[src/rtl/irqf_pkg.sv]
package irqf_pkg;
  typedef enum logic [1:0] {
    CMD_ENABLE = 2'b00,
    CMD_CLEAR  = 2'b01,
    CMD_SET    = 2'b10,
    CMD_UPDATE = 2'b11
  } cmd_e;

  typedef struct packed {
    logic loadEnable;
    logic clearFlags;
    logic setFlags;
    logic updateFlags;
    logic captureRead;
  } strobe_t;
endpackage

[src/rtl/irqf_ctrl.sv]
module irqf_ctrl
  import irqf_pkg::*;
(
  input  logic       clk,
  input  logic       rstN,
  input  logic       wrEn,
  input  logic [1:0] wrCmd,
  input  logic       rdEn,
  output strobe_t    strobes
);
  always_comb begin
    strobes = '0;
    strobes.captureRead = rdEn;
    if (wrEn) begin
      case (cmd_e'(wrCmd))
        CMD_ENABLE: strobes.loadEnable  = 1'b1;
        CMD_CLEAR:  strobes.clearFlags  = 1'b1;
        CMD_SET:    strobes.setFlags    = 1'b1;
        CMD_UPDATE: strobes.updateFlags = 1'b1;
        default:    strobes = strobes;
      endcase
    end
  end

  // at most one write strobe per cycle, and one whenever a write is valid
  a_r7_one_write_strobe: assert property (@(posedge clk) disable iff (!rstN)
    wrEn |-> $countones({strobes.loadEnable, strobes.clearFlags,
                         strobes.setFlags, strobes.updateFlags}) == 1);
endmodule

[src/rtl/irqf_datapath.sv]
module irqf_datapath
  import irqf_pkg::*;
#(
  parameter int Width = 8
) (
  input  logic             clk,
  input  logic             rstN,
  input  strobe_t          strobes,
  input  logic [Width-1:0] hwEvent,
  input  logic [Width-1:0] wrData,
  input  logic [Width-1:0] wrMask,
  output logic [Width-1:0] rdData,
  output logic             irq
);
  logic [Width-1:0] flags;
  logic [Width-1:0] flagsNext;
  logic [Width-1:0] enableReg;

  for (genvar i = 0; i < Width; i++) begin : g_bit
    logic bitNext;
    always_comb begin
      bitNext = flags[i];
      if (strobes.clearFlags && wrData[i])  bitNext = 1'b0;
      if (strobes.setFlags && wrData[i])    bitNext = 1'b1;
      if (strobes.updateFlags && wrMask[i]) bitNext = wrData[i];
      if (hwEvent[i])                       bitNext = 1'b1;
    end
    assign flagsNext[i] = bitNext;
  end

  always_ff @(posedge clk) begin
    if (!rstN) begin
      flags     <= '0;
      enableReg <= '0;
      rdData    <= '0;
    end else begin
      flags <= flagsNext;
      if (strobes.loadEnable)  enableReg <= wrData;
      if (strobes.captureRead) rdData    <= flags;
    end
  end

  assign irq = |(flags & enableReg);

  // an event sets its flag at the next edge
  a_r2_event_sets: assert property (@(posedge clk) disable iff (!rstN)
    (|hwEvent) |=> ((flags & $past(hwEvent)) == $past(hwEvent)));
  // selected bits without an event are cleared
  a_r3_clear_bits: assert property (@(posedge clk) disable iff (!rstN)
    strobes.clearFlags |=> ((flags & $past(wrData) & ~$past(hwEvent)) == '0));
  // selected bits are set
  a_r4_set_bits: assert property (@(posedge clk) disable iff (!rstN)
    strobes.setFlags |=> ((flags & $past(wrData)) == $past(wrData)));
  // unmasked bits keep their value unless an event fires
  a_r5_unmasked_kept: assert property (@(posedge clk) disable iff (!rstN)
    strobes.updateFlags |=>
      ((flags & ~$past(wrMask)) == (($past(flags) | $past(hwEvent)) & ~$past(wrMask))));
  // enable writes leave flags alone
  a_r7_enable_no_flag: assert property (@(posedge clk) disable iff (!rstN)
    (strobes.loadEnable && hwEvent == '0) |=> $stable(flags));
  // read returns prior flags with one cycle latency
  a_r9_read_latency: assert property (@(posedge clk) disable iff (!rstN)
    strobes.captureRead |=> (rdData == $past(flags)));
endmodule

[src/rtl/irq_flag_reg.sv]
module irq_flag_reg
  import irqf_pkg::*;
#(
  parameter int Width = 8,
  localparam int CmdBits = 2
) (
  input  logic               clk,
  input  logic               rstN,
  input  logic [Width-1:0]   hwEvent,
  input  logic               wrEn,
  input  logic [CmdBits-1:0] wrCmd,
  input  logic [Width-1:0]   wrData,
  input  logic [Width-1:0]   wrMask,
  input  logic               rdEn,
  output logic [Width-1:0]   rdData,
  output logic               irq
);
  strobe_t strobes;

  irqf_ctrl u_ctrl (
    .clk     (clk),
    .rstN    (rstN),
    .wrEn    (wrEn),
    .wrCmd   (wrCmd),
    .rdEn    (rdEn),
    .strobes (strobes)
  );

  irqf_datapath #(.Width(Width)) u_dp (
    .clk     (clk),
    .rstN    (rstN),
    .strobes (strobes),
    .hwEvent (hwEvent),
    .wrData  (wrData),
    .wrMask  (wrMask),
    .rdData  (rdData),
    .irq     (irq)
  );
endmodule

[config.mk]
export PLATFORM = sky130hd
export DESIGN_NAME = irq_flag_reg
export DESIGN_NICKNAME = d
export VERILOG_FILES = /design/src/rtl/irqf_pkg.sv /design/src/rtl/irqf_ctrl.sv /design/src/rtl/irqf_datapath.sv /design/src/rtl/irq_flag_reg.sv
export SDC_FILE = /design/constraint.sdc
export NUM_CORES = 1
export LEC_CHECK = 0
export BUFFER_PORTS_ARGS = -buffer_cell sky130_fd_sc_hd__buf_4
export CAP_MARGIN = 5
export CORE_UTILIZATION = 45
export DETAILED_ROUTE_END_ITERATION = 10
export MAX_ROUTING_LAYER = met4
export PLACE_DENSITY_LB_ADDON = 0.3
export SYNTH_ARGS = -nofsm -noshare
export SYNTH_HDL_FRONTEND = slang
export SYNTH_SLANG_ARGS = --single-unit
export TNS_END_PERCENT = 30
[constraint.sdc]
create_clock -name clk -period 1.5 [get_ports clk]
set_input_delay 0.15 -clock clk [delete_from_list [all_inputs] [get_ports clk]]
set_output_delay 0.15 -clock clk [all_outputs]
set_load 0.02 [all_outputs]
**Word level (Yosys, flattened, before mapping)**

Cells that the tools add are included.
Widths: inputs -> output; s select.

- Output and inout port bits: 9
- Register bits: 24
- Word-level logic and storage cells: 85
- Input port bits: 30

- Eq/ne operators: 3
- Bitwise gates (word level): 1
- Reductions and logical operators: 34
- Muxes and demuxes: 37

Operators with widths:

| kind | count |
|---|---|
| $mux 1 | 36 |
| $reduce_bool 4->1 | 8 |
| $logic_and 1x1->1 | 24 |
| $and 8x8->8 | 1 |
| $reduce_or 8->1 | 1 |
| $mux 5 | 1 |
| $eq 2x2->1 const B | 2 |
| $eq 2x1->1 const B | 1 |
| $logic_not 2->1 | 1 |

**Depth between registers and ports, before layout**

- Word-level depth: 8
- Depth in mapped cells: 5

**By module**

A second synthesis with hierarchy kept.

- Cell total of the unflattened synthesis: 106
- Area total of the unflattened synthesis: 1121.1 um^2

Modules (own cells, without submodules):

| module | area an instance (um^2) | cells each | sequential area each (um^2) | times used |
|---|---|---|---|---|
| irqf_datapath | 1076.0 | 101 | 480.5 | 1 |
| irqf_ctrl | 45.0 | 5 | 0.0 | 1 |

**Worst setup path before layout**

No wires, ideal clock.

- Path type: input port to flip-flop
- Start point: in wrCmd[1]
- End point: reg u_dp.enableReg[0]
- Setup slack: 555 ps
- Arrival time: 829 ps
- Stages on the path: 5
- Data required time: 1384 ps
- Cells stage by stage: buf_6 > nor3b_2 > buf_6 > mux2i_1 > nor2b_1

- Longest elaborated chain between the ends: 3

RTL lines:

| what | RTL line | RTL |
|---|---|---|
| from (decl) | irq_flag_reg.sv:11 | `input logic [CmdBits-1:0] wrCmd,` |
| $logic_not 2->1 | irqf_ctrl.sv:15 | `case (cmd_e'(wrCmd))` |
| $mux 1 | irqf_ctrl.sv:15 |  |
| $mux 5 | irqf_ctrl.sv:14 | `if (wrEn) begin` |
| to (signal assigned) | irqf_datapath.sv:38 | `if (strobes.loadEnable) enableReg <= wrData;` |
| to (decl) | irqf_datapath.sv:17 | `logic [Width-1:0] enableReg;` |

Every way passes these cells.
A chain may end at the register's enable or synchronous reset.

**Worst setup path in the final report**

- Start point: reg u_dp.flags[2]
- End point: out irq

- Longest elaborated chain between the ends: 2

RTL lines:

| what | RTL line | RTL |
|---|---|---|
| from (decl) | irqf_datapath.sv:15 | `logic [Width-1:0] flags;` |
| from (signal assigned) | irqf_datapath.sv:37 | `flags <= flagsNext;` |
| $and 8x8->8 | irqf_datapath.sv:43 | `assign irq = \|(flags & enableReg);` |
| $reduce_or 8->1 | irqf_datapath.sv:43 |  |
| to (decl) | irq_flag_reg.sv:16 | `output logic irq` |

Every way passes these cells.

==> impl_metrics.env <==
export IMPL_setup_tns_ns=0
export IMPL_maxCapViolCount=0
export IMPL_cts_clk_slew_worst_paths_ns=0.12
export IMPL_placed_cells=171
export IMPL_instances_no_fill=174
export IMPL_layout_common_cells="buf_4 (39), mux2i_1 (24), dfxtp_1 (24)"
export IMPL_switching_share_pct=25.5
export IMPL_postCtsSetupBuffers=0
export IMPL_yosysTopAreaCell="dfxtp_1"
export IMPL_pwr_share_seq_pct=57.8
export IMPL_cts_tree="done"
export IMPL_rsz0062_at_grt="no"
export IMPL_netlist_area_um2=1130
export IMPL_intPower_mw=0.897
export IMPL_min_period_ns=1.32
export IMPL_ant_nets=0
export IMPL_grt_use_total_pct=20.5
export IMPL_antenna_found_initial=0
export IMPL_wl_um=2490
export IMPL_viasPerCell=5.53
export IMPL_initial_core_util_pct=49.2
export IMPL_cp_required_ns=1.35
export IMPL_ys_types=16
export IMPL_cts_resized=0
export IMPL_slew_viol_final=0
export IMPL_grt_overflow=0
export IMPL_die_area_um2=2720
export IMPL_grt_pass1_wl_um=4000
export IMPL_drive_above_1_share_pct=30.1
export IMPL_clock_path_buffers=2
export IMPL_crit_path_end_kind="output port"
export IMPL_fp_dieW_um=52.1
export IMPL_hold_viol=0
export IMPL_tightest_slew_ns=0.274
export IMPL_h_tree_depth=1
export IMPL_p_per_area_nw_per_um2=839
export IMPL_nFillCells=202
export IMPL_synthToLayoutAreaGrowth_pct=26.9
export IMPL_fin_util_pct=62.5
export IMPL_avgSynthCellArea_um2=10.3
export IMPL_dpl_hpwl_um=1870
export IMPL_numCtsBuffers=3
export IMPL_finalNetCount=178
export IMPL_crit_type="reg2out"
export IMPL_min_path_type="in2reg"
export IMPL_num_antenna_cells=0
export IMPL_p_comb_share_pct=19.7
export IMPL_pwr_share_clk_pct=22.5
export IMPL_syn_num_nets=140
export IMPL_cp_max_fo=3
export IMPL_ys_ff_latch=24
export IMPL_clk_latency_ns=0.31
export IMPL_drt_iter0_drc=14
export IMPL_post_route_period_util_pct=88.0
export IMPL_cts_sinks=24
export IMPL_num_io_pins=39
export IMPL_syn_instance_count=110
export IMPL_fin_skew_ns=0.000157
export IMPL_p_switching_mw=0.307
export IMPL_routedWlPerCell_um=14.3
export IMPL_crit_arrival_ns=1.17
export IMPL_row_count=17
export IMPL_ys_seq_area_share_pct=42.5
export IMPL_setup_violations_final=0
export IMPL_first_pass_iters=4
export IMPL_start_kind="register"
export IMPL_gp_congestion=0.812
export IMPL_max_clock_freq_ghz=0.758
export IMPL_final_common_cell="buf_4"
export IMPL_status="completed"
export IMPL_coreArea_um2=2300
export IMPL_grt_max_degree=25
export IMPL_yosysWarnings=0
export IMPL_root_buffer="clkbuf_4"
export IMPL_vias=963
export IMPL_postCtsHoldBufs=0
export IMPL_yosysTopAreaCellShare_pct=42.5
export IMPL_relSlewSlack_pct=81.6
export IMPL_die_y_um=52.1
export IMPL_grt_pass1_vias=914
export IMPL_post_route_drc_count=0
export IMPL_p_leak_nw=0.615
export IMPL_numPortBuffers=38
export IMPL_synthTopCellsByArea="dfxtp_1 (42%), mux2i_1 (21%), nor2b_1 (8.8%)"
export IMPL_irDropWorstVdd_mv=0.611
==> registers in the layout, summed over array words and instances, names as in the netlist <==
signal	flops
u_dp.enableReg	8
u_dp.flags	8
u_dp.rdData	8
==> worst paths after layout <==
path	from	end	slack, ns	cells past startpoint
setup / recovery	u_dp.flags[2]	irq	0.18	3
hold / removal	hwEvent[4]	u_dp.flags[4]	0.12	3
setup reg to reg	u_dp.flags[0]	u_dp.flags[0]	0.77	2
hold reg to reg	u_dp.flags[4]	u_dp.flags[4]	0.51	2
==> cells by family after synthesis <==
family                 Yosys count  share of synthesized area, %
AOI/OAI and AO/OA               28                          15.9
buffers and inverters            6                          4.09
DFF                             24                          42.5
muxes                           24                          21.2
and+or+nand+nor                 28                          16.3
==> metal layers <==
layer  up-vias  GRT usage [%]  wire (um)
met5         -              -          0
met4         0           7.02         13
met3         2           2.92        134
met2        28           33.8       1210
met1       466           25.7       1130
li1        467              -          -
==> metrics by stage <==
stage                     worst slack (ns)  total power [mW]  cell area, um2  hold slack (ns)
after global routing                 0.108              1.26            1440            0.119
after detailed placement             0.297             0.949            1410            0.442
after CTS                            0.177              1.22            1440            0.113
after floorplan                      0.555             0.836            1130            0.304
after global placement               0.331             0.940            1410            0.427
final                                0.180              1.20            1440            0.121
==> power groups by stage <==
stage / sequential (mW) / clock [mW] / combinational, mW
floorplan: 0.719 / 0 / 0.117
global placement: 0.709 / 0 / 0.231
detailed placement: 0.710 / 0 / 0.238
CTS: 0.696 / 0.282 / 0.239
global route: 0.701 / 0.305 / 0.258
finish: 0.696 / 0.271 / 0.237
==> synthesized netlist by cell type <==
cell,count
dfxtp_1,24
mux2i_1,24
nor2b_1,16
a21boi_0,8
a31oi_1,8
o21ai_0,8
nand2b_1,5
a22oi_1,4
buf_6,3
or2b_1,3
clkbuf_1,2
and2_2,1
buf_2,1
nand2_1,1
nand4_1,1
nor3b_2,1
==> layout make-up <==
class	instances	area [um2]	share of cell area (%)
clock buffers	3	22.5	1.57
multi-input cells	80	604	42.1
flip-flops and latches	24	480	33.5
well taps	28	35.0	2.44
repair buffers	39	293	20.4
==> critical path, cell delays in order, from the launching register on <==
cell and delay [ns]:
dfxtp_1 0.35, a22oi_1 0.23, nand4_1 0.12, buf_4 0.17
Note: power is estimated with default switching activity, not from simulation.
